### src/rtl/cal_rtc_pkg.sv
package cal_rtc_pkg;

    localparam int YEAR_W = 7;
    localparam int MON_W  = 4;
    localparam int DOM_W  = 5;
    localparam int DOW_W  = 3;
    localparam int HOUR_W = 5;
    localparam int MIN_W  = 6;
    localparam int SEC_W  = 6;
    localparam int FIELD_W = 7;
    localparam int N_FIELDS = 7;

    typedef struct packed {
        logic [YEAR_W-1:0] year;
        logic [MON_W-1:0]  mon;
        logic [DOM_W-1:0]  dom;
        logic [DOW_W-1:0]  dow;
        logic [HOUR_W-1:0] hour;
        logic [MIN_W-1:0]  min;
        logic [SEC_W-1:0]  sec;
    } cal_t;

    function automatic logic [FIELD_W-1:0] get_field(cal_t c, logic [2:0] idx);
        logic [FIELD_W-1:0] v;
        case (idx)
            3'd0:    v = c.year;
            3'd1:    v = {3'b0, c.mon};
            3'd2:    v = {2'b0, c.dom};
            3'd3:    v = {4'b0, c.dow};
            3'd4:    v = {2'b0, c.hour};
            3'd5:    v = {1'b0, c.min};
            3'd6:    v = {1'b0, c.sec};
            default: v = '0;
        endcase
        return v;
    endfunction

    function automatic cal_t set_field(cal_t c, logic [2:0] idx, logic [FIELD_W-1:0] v);
        cal_t r;
        r = c;
        case (idx)
            3'd0:    r.year = v;
            3'd1:    r.mon  = v[MON_W-1:0];
            3'd2:    r.dom  = v[DOM_W-1:0];
            3'd3:    r.dow  = v[DOW_W-1:0];
            3'd4:    r.hour = v[HOUR_W-1:0];
            3'd5:    r.min  = v[MIN_W-1:0];
            3'd6:    r.sec  = v[SEC_W-1:0];
            default: r = c;
        endcase
        return r;
    endfunction

endpackage

### src/rtl/cal_rtc_next.sv
module cal_rtc_next
    import cal_rtc_pkg::*;
#(
    parameter int YEAR_MAX = 99
) (
    input  cal_t cur,
    output cal_t nxt
);

    logic             leap;
    logic [DOM_W-1:0] dim;
    logic sec_c, min_c, day_c, dom_c;

    always_comb begin
        leap = (cur.year != '0) && (cur.year[1:0] == 2'b00);
        case (cur.mon)
            4'd2:                      dim = leap ? 5'd29 : 5'd28;
            4'd4, 4'd6, 4'd9, 4'd11:   dim = 5'd30;
            default:                   dim = 5'd31;
        endcase

        sec_c = (cur.sec >= 6'd59);
        min_c = sec_c && (cur.min >= 6'd59);
        day_c = min_c && (cur.hour >= 5'd23);
        dom_c = day_c && (cur.dom >= dim);

        nxt = cur;
        nxt.sec = sec_c ? '0 : cur.sec + 6'd1;
        if (sec_c) nxt.min  = (cur.min >= 6'd59) ? '0 : cur.min + 6'd1;
        if (min_c) nxt.hour = (cur.hour >= 5'd23) ? '0 : cur.hour + 5'd1;
        if (day_c) begin
            nxt.dow = (cur.dow >= 3'd6) ? '0 : cur.dow + 3'd1;
            nxt.dom = dom_c ? 5'd1 : cur.dom + 5'd1;
        end
        if (dom_c) begin
            nxt.mon = (cur.mon >= 4'd12) ? 4'd1 : cur.mon + 4'd1;
            if (cur.mon >= 4'd12)
                nxt.year = (cur.year >= YEAR_W'(YEAR_MAX)) ? '0 : cur.year + 7'd1;
        end
    end

endmodule

### src/rtl/cal_rtc_match.sv
module cal_rtc_match
    import cal_rtc_pkg::*;
(
    input  cal_t                now_t,
    input  cal_t                alm_t,
    input  logic [N_FIELDS-1:0] fld_en,
    output logic                hit
);

    logic [N_FIELDS-1:0] ok;

    for (genvar i = 0; i < N_FIELDS; i++) begin : g_cmp
        assign ok[i] = !fld_en[i] ||
                       (get_field(now_t, 3'(i)) == get_field(alm_t, 3'(i)));
    end

    assign hit = &ok;

endmodule

### src/rtl/cal_rtc.sv
module cal_rtc
    import cal_rtc_pkg::*;
#(
    parameter int ADDR_W   = 8,
    parameter int DATA_W   = 32,
    parameter int YEAR_MAX = 99,
    parameter int DBN_W    = 3
) (
    input  logic              clk,
    input  logic              rst_n,
    input  logic              tick_1hz,
    input  logic              bus_en,
    input  logic              bus_wr,
    input  logic [ADDR_W-1:0] bus_addr,
    input  logic [DATA_W-1:0] bus_wdata,
    output logic [DATA_W-1:0] bus_rdata,
    output logic              irq
);

    localparam logic [ADDR_W-1:0] A_CTL   = ADDR_W'(8'h20);
    localparam logic [ADDR_W-1:0] A_DBN   = ADDR_W'(8'h2c);
    localparam logic [ADDR_W-1:0] A_STAT  = ADDR_W'(8'h30);
    localparam logic [ADDR_W-1:0] A_ALCTL = ADDR_W'(8'h7c);
    localparam int PEND_BIT = 4;

    typedef struct packed {
        cal_t             tm;
        cal_t             al;
        logic             stop;
        logic [DBN_W-1:0] dbn;
        logic [7:0]       alctl;
        logic             pend;
    } state_t;

    state_t st_d, st_q;
    cal_t   tm_adv;
    logic   hit, adv, fire;
    logic   in_time, in_alm;
    logic [2:0] fidx;

    cal_rtc_next #(.YEAR_MAX(YEAR_MAX)) u_next (
        .cur (st_q.tm),
        .nxt (tm_adv)
    );

    cal_rtc_match u_match (
        .now_t  (tm_adv),
        .alm_t  (st_q.al),
        .fld_en (st_q.alctl[N_FIELDS:1]),
        .hit    (hit)
    );

    always_comb begin
        fidx    = bus_addr[4:2];
        in_time = (bus_addr[7:5] == 3'b010) && (fidx != 3'd7);
        in_alm  = (bus_addr[7:5] == 3'b011) && (fidx != 3'd7);
        adv     = tick_1hz && !st_q.stop;
        fire    = adv && st_q.alctl[0] && hit;

        st_d = st_q;
        if (adv) st_d.tm = tm_adv;
        if (bus_en && bus_wr) begin
            if (in_time)
                st_d.tm = set_field(st_d.tm, fidx, bus_wdata[FIELD_W-1:0]);
            else if (in_alm)
                st_d.al = set_field(st_d.al, fidx, bus_wdata[FIELD_W-1:0]);
            else if (bus_addr == A_CTL)
                st_d.stop = bus_wdata[0];
            else if (bus_addr == A_DBN)
                st_d.dbn = bus_wdata[DBN_W-1:0];
            else if (bus_addr == A_ALCTL)
                st_d.alctl = bus_wdata[7:0];
            else if (bus_addr == A_STAT && bus_wdata[PEND_BIT])
                st_d.pend = 1'b0;
        end
        if (fire) st_d.pend = 1'b1;
    end

    always_ff @(posedge clk or negedge rst_n) begin
        if (!rst_n) begin
            st_q        <= '0;
            st_q.tm.mon <= 4'd1;
            st_q.tm.dom <= 5'd1;
            st_q.stop   <= 1'b1;
        end else begin
            st_q <= st_d;
        end
    end

    always_comb begin
        bus_rdata = '0;
        if (in_time)
            bus_rdata = DATA_W'(get_field(st_q.tm, fidx));
        else if (in_alm)
            bus_rdata = DATA_W'(get_field(st_q.al, fidx));
        else if (bus_addr == A_CTL)
            bus_rdata = DATA_W'(st_q.stop);
        else if (bus_addr == A_DBN)
            bus_rdata = DATA_W'(st_q.dbn);
        else if (bus_addr == A_ALCTL)
            bus_rdata = DATA_W'(st_q.alctl);
        else if (bus_addr == A_STAT)
            bus_rdata = DATA_W'({st_q.pend, 4'b0});
    end

    assign irq = st_q.pend && st_q.alctl[0];

    logic       pend_w, alen_w, stop_w;
    logic [5:0] sec_w;
    assign pend_w = st_q.pend;
    assign alen_w = st_q.alctl[0];
    assign stop_w = st_q.stop;
    assign sec_w  = st_q.tm.sec;

endmodule

### config.mk
export PLATFORM = sky130hd
export DESIGN_NAME = cal_rtc
export DESIGN_NICKNAME = d
export VERILOG_FILES = /design/src/rtl/cal_rtc_pkg.sv /design/src/rtl/cal_rtc_next.sv /design/src/rtl/cal_rtc_match.sv /design/src/rtl/cal_rtc.sv
export SDC_FILE = /design/constraint.sdc
export NUM_CORES = 1
export LEC_CHECK = 0
export BUFFER_PORTS_ARGS = -buffer_cell sky130_fd_sc_hd__buf_2
export CORE_MARGIN = 2
export CORE_UTILIZATION = 60
export CTS_CLUSTER_DIAMETER = 60
export CTS_CLUSTER_SIZE = 10
export DETAILED_ROUTE_END_ITERATION = 10
export PLACE_DENSITY = 0.92
export SETUP_SLACK_MARGIN = 0.05
export SLEW_MARGIN = 10
export SYNTH_ARGS = -nofsm -noshare
export SYNTH_HDL_FRONTEND = slang
export SYNTH_SLANG_ARGS = --single-unit
### constraint.sdc
create_clock -name clk -period 6.7 [get_ports clk]
set_clock_uncertainty 0.15 [all_clocks]
set_input_delay 0.335 -clock clk [delete_from_list [all_inputs] [get_ports clk]]
set_output_delay 0.335 -clock clk [all_outputs]
set_load 0.1 [all_outputs]
Word-level counts from Yosys, hierarchy flattened
Cells that the tools add are included.
{"block": "classes", "order_cmp": 7, "n_reduce_logical": 45, "n_eq_ne": 30, "muxes": 50, "add_sub_neg": 7, "bitwise_logic": 4}
{"operator": "$mux W36", "count": 3}
{"operator": "$pmux W7 S7", "count": 2}
{"operator": "$mux W85", "count": 1}
{"operator": "$mux W8", "count": 7}
{"operator": "$mux W49", "count": 1}
{"operator": "$mux W6", "count": 7}
{"operator": "$mux W5", "count": 8}
{"operator": "$reduce_and A4 Y1", "count": 8}
{"operator": "$mux W7", "count": 4}
{"operator": "$eq A8 B6 Y1 const B", "count": 3}
{"operator": "$reduce_and A7 Y1", "count": 2}
{"operator": "$mux W13", "count": 1}
{"operator": "$add A6 B1 Y6 const B", "count": 2}
{"operator": "$eq A3 B2 Y1 const B", "count": 4}
{"operator": "$eq A6 B6 Y1", "count": 2}
{"operator": "$ge A6 B6 Y1 const B", "count": 2}
{"operator": "$logic_and A1 B1 Y1", "count": 12}
{"operator": "$mux W12", "count": 1}
{"operator": "$mux W3", "count": 4}
{"operator": "$mux W4", "count": 3}
{"operator": "$mux W11", "count": 1}
{"operator": "$add A5 B1 Y5 const B", "count": 2}
{"operator": "$eq A5 B5 Y1", "count": 2}
{"operator": "$ne A2 B2 Y1 const B", "count": 5}
{"operator": "31 further kinds", "count": 56}
{"block": "totals", "elab_cells": 161, "inputBits": 45, "ff_bits": 85}

Logic depth before layout (Yosys ltp)
{"block": "depth", "ltp_word": 14, "ltp_mapped": 17, "mapped_depth_nobuf": 15}

Hierarchy
A second synthesis with hierarchy kept.
{"block": "hier_totals", "hier_cells": 617, "area_unflattened_um2": 6321.1}
{"mod": "cal_rtc", "n_inst": 1, "seq_area_each_um2": 2130.8, "cells_per_inst": 393, "area_each_um2": 4827.1}
{"mod": "cal_rtc_next", "n_inst": 1, "seq_area_each_um2": 0.0, "cells_per_inst": 172, "area_each_um2": 1081.0}
{"mod": "cal_rtc_match", "n_inst": 1, "seq_area_each_um2": 0.0, "cells_per_inst": 52, "area_each_um2": 412.9}

Worst setup path after synthesis
Ideal clock, no wire load.
{"block": "synth_timing", "kind": "input to output", "start": "input port bus_addr[2]", "end": "output port bus_rdata[2]", "n_path_buf": 3, "path_slack_ps": 3142, "path_stages": 7, "required_time_ps": 6215, "t_arrival_ps": 3073, "cell_sequence": "clkbuf_1 > buf_1 > buf_1 > mux2i_1 > o211ai_1 > o21ai_0 > a21oi_1"}
{"block": "synth_via", "elab_chain_len": 6, "word_cells_on_any_way": 20, "classes_between": "10 x eq/ne; 7 x mux; 3 x reduce/logical"}
{"item": "start, declared", "line": "cal_rtc.sv:14", "text": "input logic [ADDR_W-1:0] bus_addr,"}
{"item": "$eq A8 B7 Y1", "line": "cal_rtc.sv:100", "text": "else if (bus_addr == A_ALCTL)"}
{"item": "$mux W8", "line": "cal_rtc.sv:100"}
{"item": "$mux W8", "line": "cal_rtc.sv:98", "text": "else if (bus_addr == A_DBN)"}
{"item": "$mux W8", "line": "cal_rtc.sv:96", "text": "else if (bus_addr == A_CTL)"}
{"item": "$mux W8", "line": "cal_rtc.sv:94", "text": "else if (in_alm)"}
{"item": "$mux W8 (*)", "line": "cal_rtc.sv:92", "text": "if (in_time)"}
{"item": "end, declared", "line": "cal_rtc.sv:16", "text": "output logic [DATA_W-1:0] bus_rdata,"}
Every way passes the cells marked *; elsewhere a longest branch is shown, timed or not.

Final worst setup path
{"block": "layout_timing", "start": "register st_q[74] in the netlist's numbering", "end": "register st_q (netlist bit pend_w)"}
{"block": "layout_via", "elab_chain_len": 13, "word_cells_on_any_way": 33, "classes_between": "1 x add/sub; 2 x order compare; 13 x eq/ne; 7 x mux; 10 x reduce/logical"}
{"item": "start, declared", "line": "cal_rtc.sv:35", "text": "state_t st_d, st_q;"}
{"item": "start signal, assigned", "line": "cal_rtc.sv:86", "text": "st_q <= st_d;"}
{"item": "$eq A4 B3 Y1 / $eq A4 B4 Y1 (equally long branches)", "line": "cal_rtc_next.sv:16", "text": "case (cur.mon)"}
{"item": "$reduce_or A4 Y1", "line": "cal_rtc_next.sv:16"}
{"item": "$pmux W5 S2", "line": "cal_rtc_next.sv:16"}
{"item": "$ge A5 B5 Y1", "line": "cal_rtc_next.sv:25", "text": "dom_c = day_c && (cur.dom >= dim);"}
{"item": "$logic_and A1 B1 Y1", "line": "cal_rtc_next.sv:25"}
{"item": "$mux W5", "line": "cal_rtc_next.sv:33", "text": "nxt.dom = dom_c ? 5'd1 : cur.dom + 5'd1;"}
{"item": "$mux W8", "line": "cal_rtc_next.sv:31", "text": "if (day_c) begin"}
{"item": "$eq A5 B5 Y1", "line": "cal_rtc_match.sv:14", "text": "(get_field(now_t, 3'(i)) == get_field(alm_t, 3'(i)));"}
{"item": "$logic_or A1 B1 Y1", "line": "cal_rtc_match.sv:13", "text": "assign ok[i] = !fld_en[i] ||"}
{"item": "$reduce_and A7 Y1 (*)", "line": "cal_rtc_match.sv:17", "text": "assign hit = &ok;"}
{"item": "$logic_and A1 B1 Y1 (*)", "line": "cal_rtc.sv:58", "text": "fire = adv && st_q.alctl[0] && hit;"}
{"item": "$ne A2 B2 Y1 (no source line) / $reduce_bool A2 Y1 (equally long branches)"}
{"item": "$reduce_and A7 Y1 (no source line)"}
Marks and branches as above.
A chain may end at the register's enable or synchronous reset.

==> reports/metrics.json <==
{
  "drt": {
    "drt-vias-per-instance": 6.95,
    "route.detailed.wl_per_inst_um": 21.3,
    "drt_iter0_markers": 880,
    "drt-total-wl_um": 19500,
    "final_ant_viol_nets": 0,
    "drc_errors": 0,
    "drt_first_pass_iters": 6,
    "vias": 6356
  },
  "timing": {
    "finalSetupTns_ns": 0,
    "worst_setup_margin_ns": 2.67,
    "final.min_clock_period_ns": 4.03,
    "max_freq_mhz": 248,
    "unrepaired_setup_endpoints_after_global_routing": "false",
    "finalSetupViolCount": 0,
    "timing.max_slew.rel_slack": 0.259,
    "report.final.hold_viol_count": 0,
    "period_utilization_post_route": 0.601,
    "hold-worst-slack_ns": 0.0551,
    "timing_worst_slew_pin_value_ns": 1.11,
    "drv_slew": 0
  },
  "final_layout": {
    "area_growth_pct": 3.36,
    "layout_common_cells": "sky130_fd_sc_hd__nand2_1 (88), sky130_fd_sc_hd__dfrtp_1 (82), sky130_fd_sc_hd__nor2_1 (69), sky130_fd_sc_hd__o21ai_0 (67), sky130_fd_sc_hd__mux2_2 (54)",
    "layout.cells.non_filler": 915,
    "post_route_cells_drive_above_1_share": 0.149,
    "num-nets-final": 827,
    "final_common_cell": "sky130_fd_sc_hd__nand2_1",
    "nFillCells": 938
  },
  "worst_setup_path": {
    "setup.worst_path.start_class": "flip-flop",
    "r2r_slack_ns": 2.67,
    "critical_path_class": "flip-flop to flip-flop",
    "worst_setup_path_end_kind": "flip-flop",
    "timing.critical_path.required_ns": 6.86,
    "critPathArrivalTime_ns": 4.18,
    "timing.critical_path.fanout_max": 13
  },
  "logic_synthesis": {
    "synthAdderAreaFrac": 0.0265,
    "synth_area_leader_cell": "sky130_fd_sc_hd__dfrtp_1",
    "synth_mux_area_frac": 0.121,
    "yosys_register_bits": 85,
    "synth_simple_gate_area_frac": 0.187,
    "largest_family_of_logic_cells_by_synthesized_area": "compound AO/OA/AOI/OAI gates",
    "compound_gate_fraction_of_synth_area": 0.225,
    "ys_dominant_reg_cell": "sky130_fd_sc_hd__dfrtp_1",
    "syn-instance-count": 777,
    "ys_types": 69,
    "mappedNetlistArea_sq_mm": 0.00652,
    "syn-mean-instance-area_sq_um": 8.40,
    "synth.top_cells.by_area": "sky130_fd_sc_hd__dfrtp_1 (31%), sky130_fd_sc_hd__mux2_2 (9.3%), sky130_fd_sc_hd__o21ai_0 (5.1%)",
    "yosys.area_share.xor_xnor": 0.0403,
    "synth.top_cell.area_share": 0.315,
    "synth-async-reset-ratio": 1.00,
    "yosysSeqAreaShare": 0.327,
    "synthesis.yosys.warnings": 0,
    "count_of_flip_flops_with_a_built_in_enable_after_synthesis": 0
  },
  "power": {
    "power.density_mw_per_mm2": 231,
    "fin_total_pwr_mw": 1.56,
    "maximum_vdd_drop_mv": 0.139,
    "leakagePower_nw": 2.94
  },
  "clock_tree": {
    "clkTransAtPathRegs_ns": 0.09,
    "tritoncts": "done",
    "ctsLongestPathBuffers": 2,
    "cts.sink_count": 85,
    "ctsHtreeMaxLevel": 3,
    "cts-root-buf": "sky130_fd_sc_hd__clkbuf_8",
    "worst_skew_pair.late_latency_ns": 0.37,
    "cts_buffers": 9
  },
  "run_status": {
    "status": "complete, no violations"
  },
  "floorplan": {
    "die_height_um": 108,
    "num_io_pins": 78,
    "floorplan.initialDensity": 0.607,
    "fp-row-count": 38,
    "die_area_sq_mm": 0.0117,
    "fp.coreArea_sq_mm": 0.0107,
    "dieWidth_um": 108
  },
  "grt": {
    "grt_usage": 0.342,
    "met3_usage": 0.0874,
    "grt_pass1_vias": 5685,
    "antenna_found_initial": 1,
    "globalRouteMet2Util": 0.494,
    "grt_most_used_layer": "met2",
    "grt_overflow_total": 0,
    "gr-usage-met1": 0.465,
    "first_pass_grt_wire_length_um": 30500,
    "grt_start_max_net_pins": 63
  },
  "placement": {
    "finalWeightedCongestion": 0.997,
    "place_inst": 897,
    "place.port_buffers": 29,
    "detailedPlacementHpwl_um": 13500,
    "placement.setup.worst_slack_ns": 2.82
  },
  "min_path": {
    "timing.hold.worst.class": "input pin to flip-flop"
  },
  "flow_run": {
    "drv.max_cap_violation_count": 0
  }
}
[through the flow]
stage	area, sq um	util
2_1_floorplan	6610	-
3_3_place_gp	6550	0.609
3_5_place_dp	6550	0.609
4_1_cts	6740	0.627
5_1_grt	6740	0.627
6_report	6740	0.628
[registers in the layout, indices dropped and copies added (netlist names)]
name	count
sec_w	6
alen_w	1
stop_w	1
pend_w	1
st_q	76
[cell families (layout without fill, tap and decap cells)]
kind of cell,Yosys count,count (layout)
AND/OR/NAND/NOR,258,258
AO/OA/AOI/OAI,224,224
buffers and inverters,93,67
flip-flops,85,85
adder cells (fa/ha/maj),14,14
XOR/XNOR,30,30
multiplexers,72,72
other,1,25
[cell usage after synthesis (7+ instances only)]
library cell / count
sky130_fd_sc_hd__a21oi_1: 48
sky130_fd_sc_hd__a221oi_1: 7
sky130_fd_sc_hd__a22o_1: 7
sky130_fd_sc_hd__a22oi_1: 9
sky130_fd_sc_hd__a31oi_1: 19
sky130_fd_sc_hd__buf_1: 8
sky130_fd_sc_hd__buf_2: 8
sky130_fd_sc_hd__buf_4: 28
sky130_fd_sc_hd__clkbuf_1: 29
sky130_fd_sc_hd__dfrtp_1: 82
sky130_fd_sc_hd__ha_1: 13
sky130_fd_sc_hd__inv_1: 17
sky130_fd_sc_hd__mux2_2: 54
sky130_fd_sc_hd__mux2i_1: 18
sky130_fd_sc_hd__nand2_1: 88
sky130_fd_sc_hd__nand2b_1: 10
sky130_fd_sc_hd__nand3_1: 24
sky130_fd_sc_hd__nand4_1: 7
sky130_fd_sc_hd__nor2_1: 69
sky130_fd_sc_hd__nor2b_1: 9
sky130_fd_sc_hd__nor3_1: 16
sky130_fd_sc_hd__o211ai_1: 8
sky130_fd_sc_hd__o21ai_0: 67
sky130_fd_sc_hd__xnor2_1: 16
sky130_fd_sc_hd__xor2_1: 14
[what timing repair did]
item | CTS | global route
resized for setup | 0 | 0
setup buffers | 0 | 0
setup endpoints to repair | 0 | 0
hold buffers | 1 | 0
endpoints found under the hold margin | 23 | 0
[path summary, 6_finish.rpt]
check / start / endpoint / cells after the start
worst max-delay path: st_q[74] / pend_w / 14
worst min-delay path: bus_wdata[7] / st_q[8] / 2
worst max register to register: st_q[74] / pend_w / 14
worst min register to register: stop_w / stop_w / 2
max in group asynchronous: rst_n / st_q[39] / 3
min in group asynchronous: rst_n / st_q[15] / 2
[area by class of cell]
class / count / area, sq um / area share
Inverter: 17 / 63.8 / 0.00946
Multi-Input combinational cell: 622 / 4000 / 0.593
Antenna cell: 1 / 2.50 / 0.000371
Clock inverter: 5 / 52.6 / 0.00779
Clock buffer: 11 / 131 / 0.0195
Sequential cell: 85 / 2130 / 0.316
Timing Repair Buffer: 34 / 188 / 0.0278
Tap cell: 140 / 175 / 0.0260
[power breakdown]
part           total, mW  internal, mW  leakage [nW]  switching (mW)
Combinational      0.478         0.180          1.72           0.298
Clock              0.366         0.171        0.0931           0.195
Sequential         0.713         0.576          1.12           0.137
Total               1.56         0.926          2.94           0.630
[routing by layer]
metal	vias up	wire length, um
met5	-	0
met4	0	1160
met3	107	2510
met2	509	8400
met1	2963	7430
li1	2777	-
[critical path: stages, from the launching register on]
cell                       delay, ns
sky130_fd_sc_hd__dfstp_2        0.67
sky130_fd_sc_hd__ha_1           0.32
sky130_fd_sc_hd__nor2_1         0.08
sky130_fd_sc_hd__o21ai_0        0.13
sky130_fd_sc_hd__o21ai_0        0.11
sky130_fd_sc_hd__ha_1           0.29
sky130_fd_sc_hd__nand2b_1       0.09
sky130_fd_sc_hd__a21o_1         0.21
sky130_fd_sc_hd__and4_1         0.53
sky130_fd_sc_hd__nand3_1        0.31
sky130_fd_sc_hd__mux2i_1        0.31
sky130_fd_sc_hd__xor2_1         0.17
sky130_fd_sc_hd__nand4_1        0.15
sky130_fd_sc_hd__o21ai_0        0.24
sky130_fd_sc_hd__a32o_1         0.20
Power figures use the tool's default switching activity.
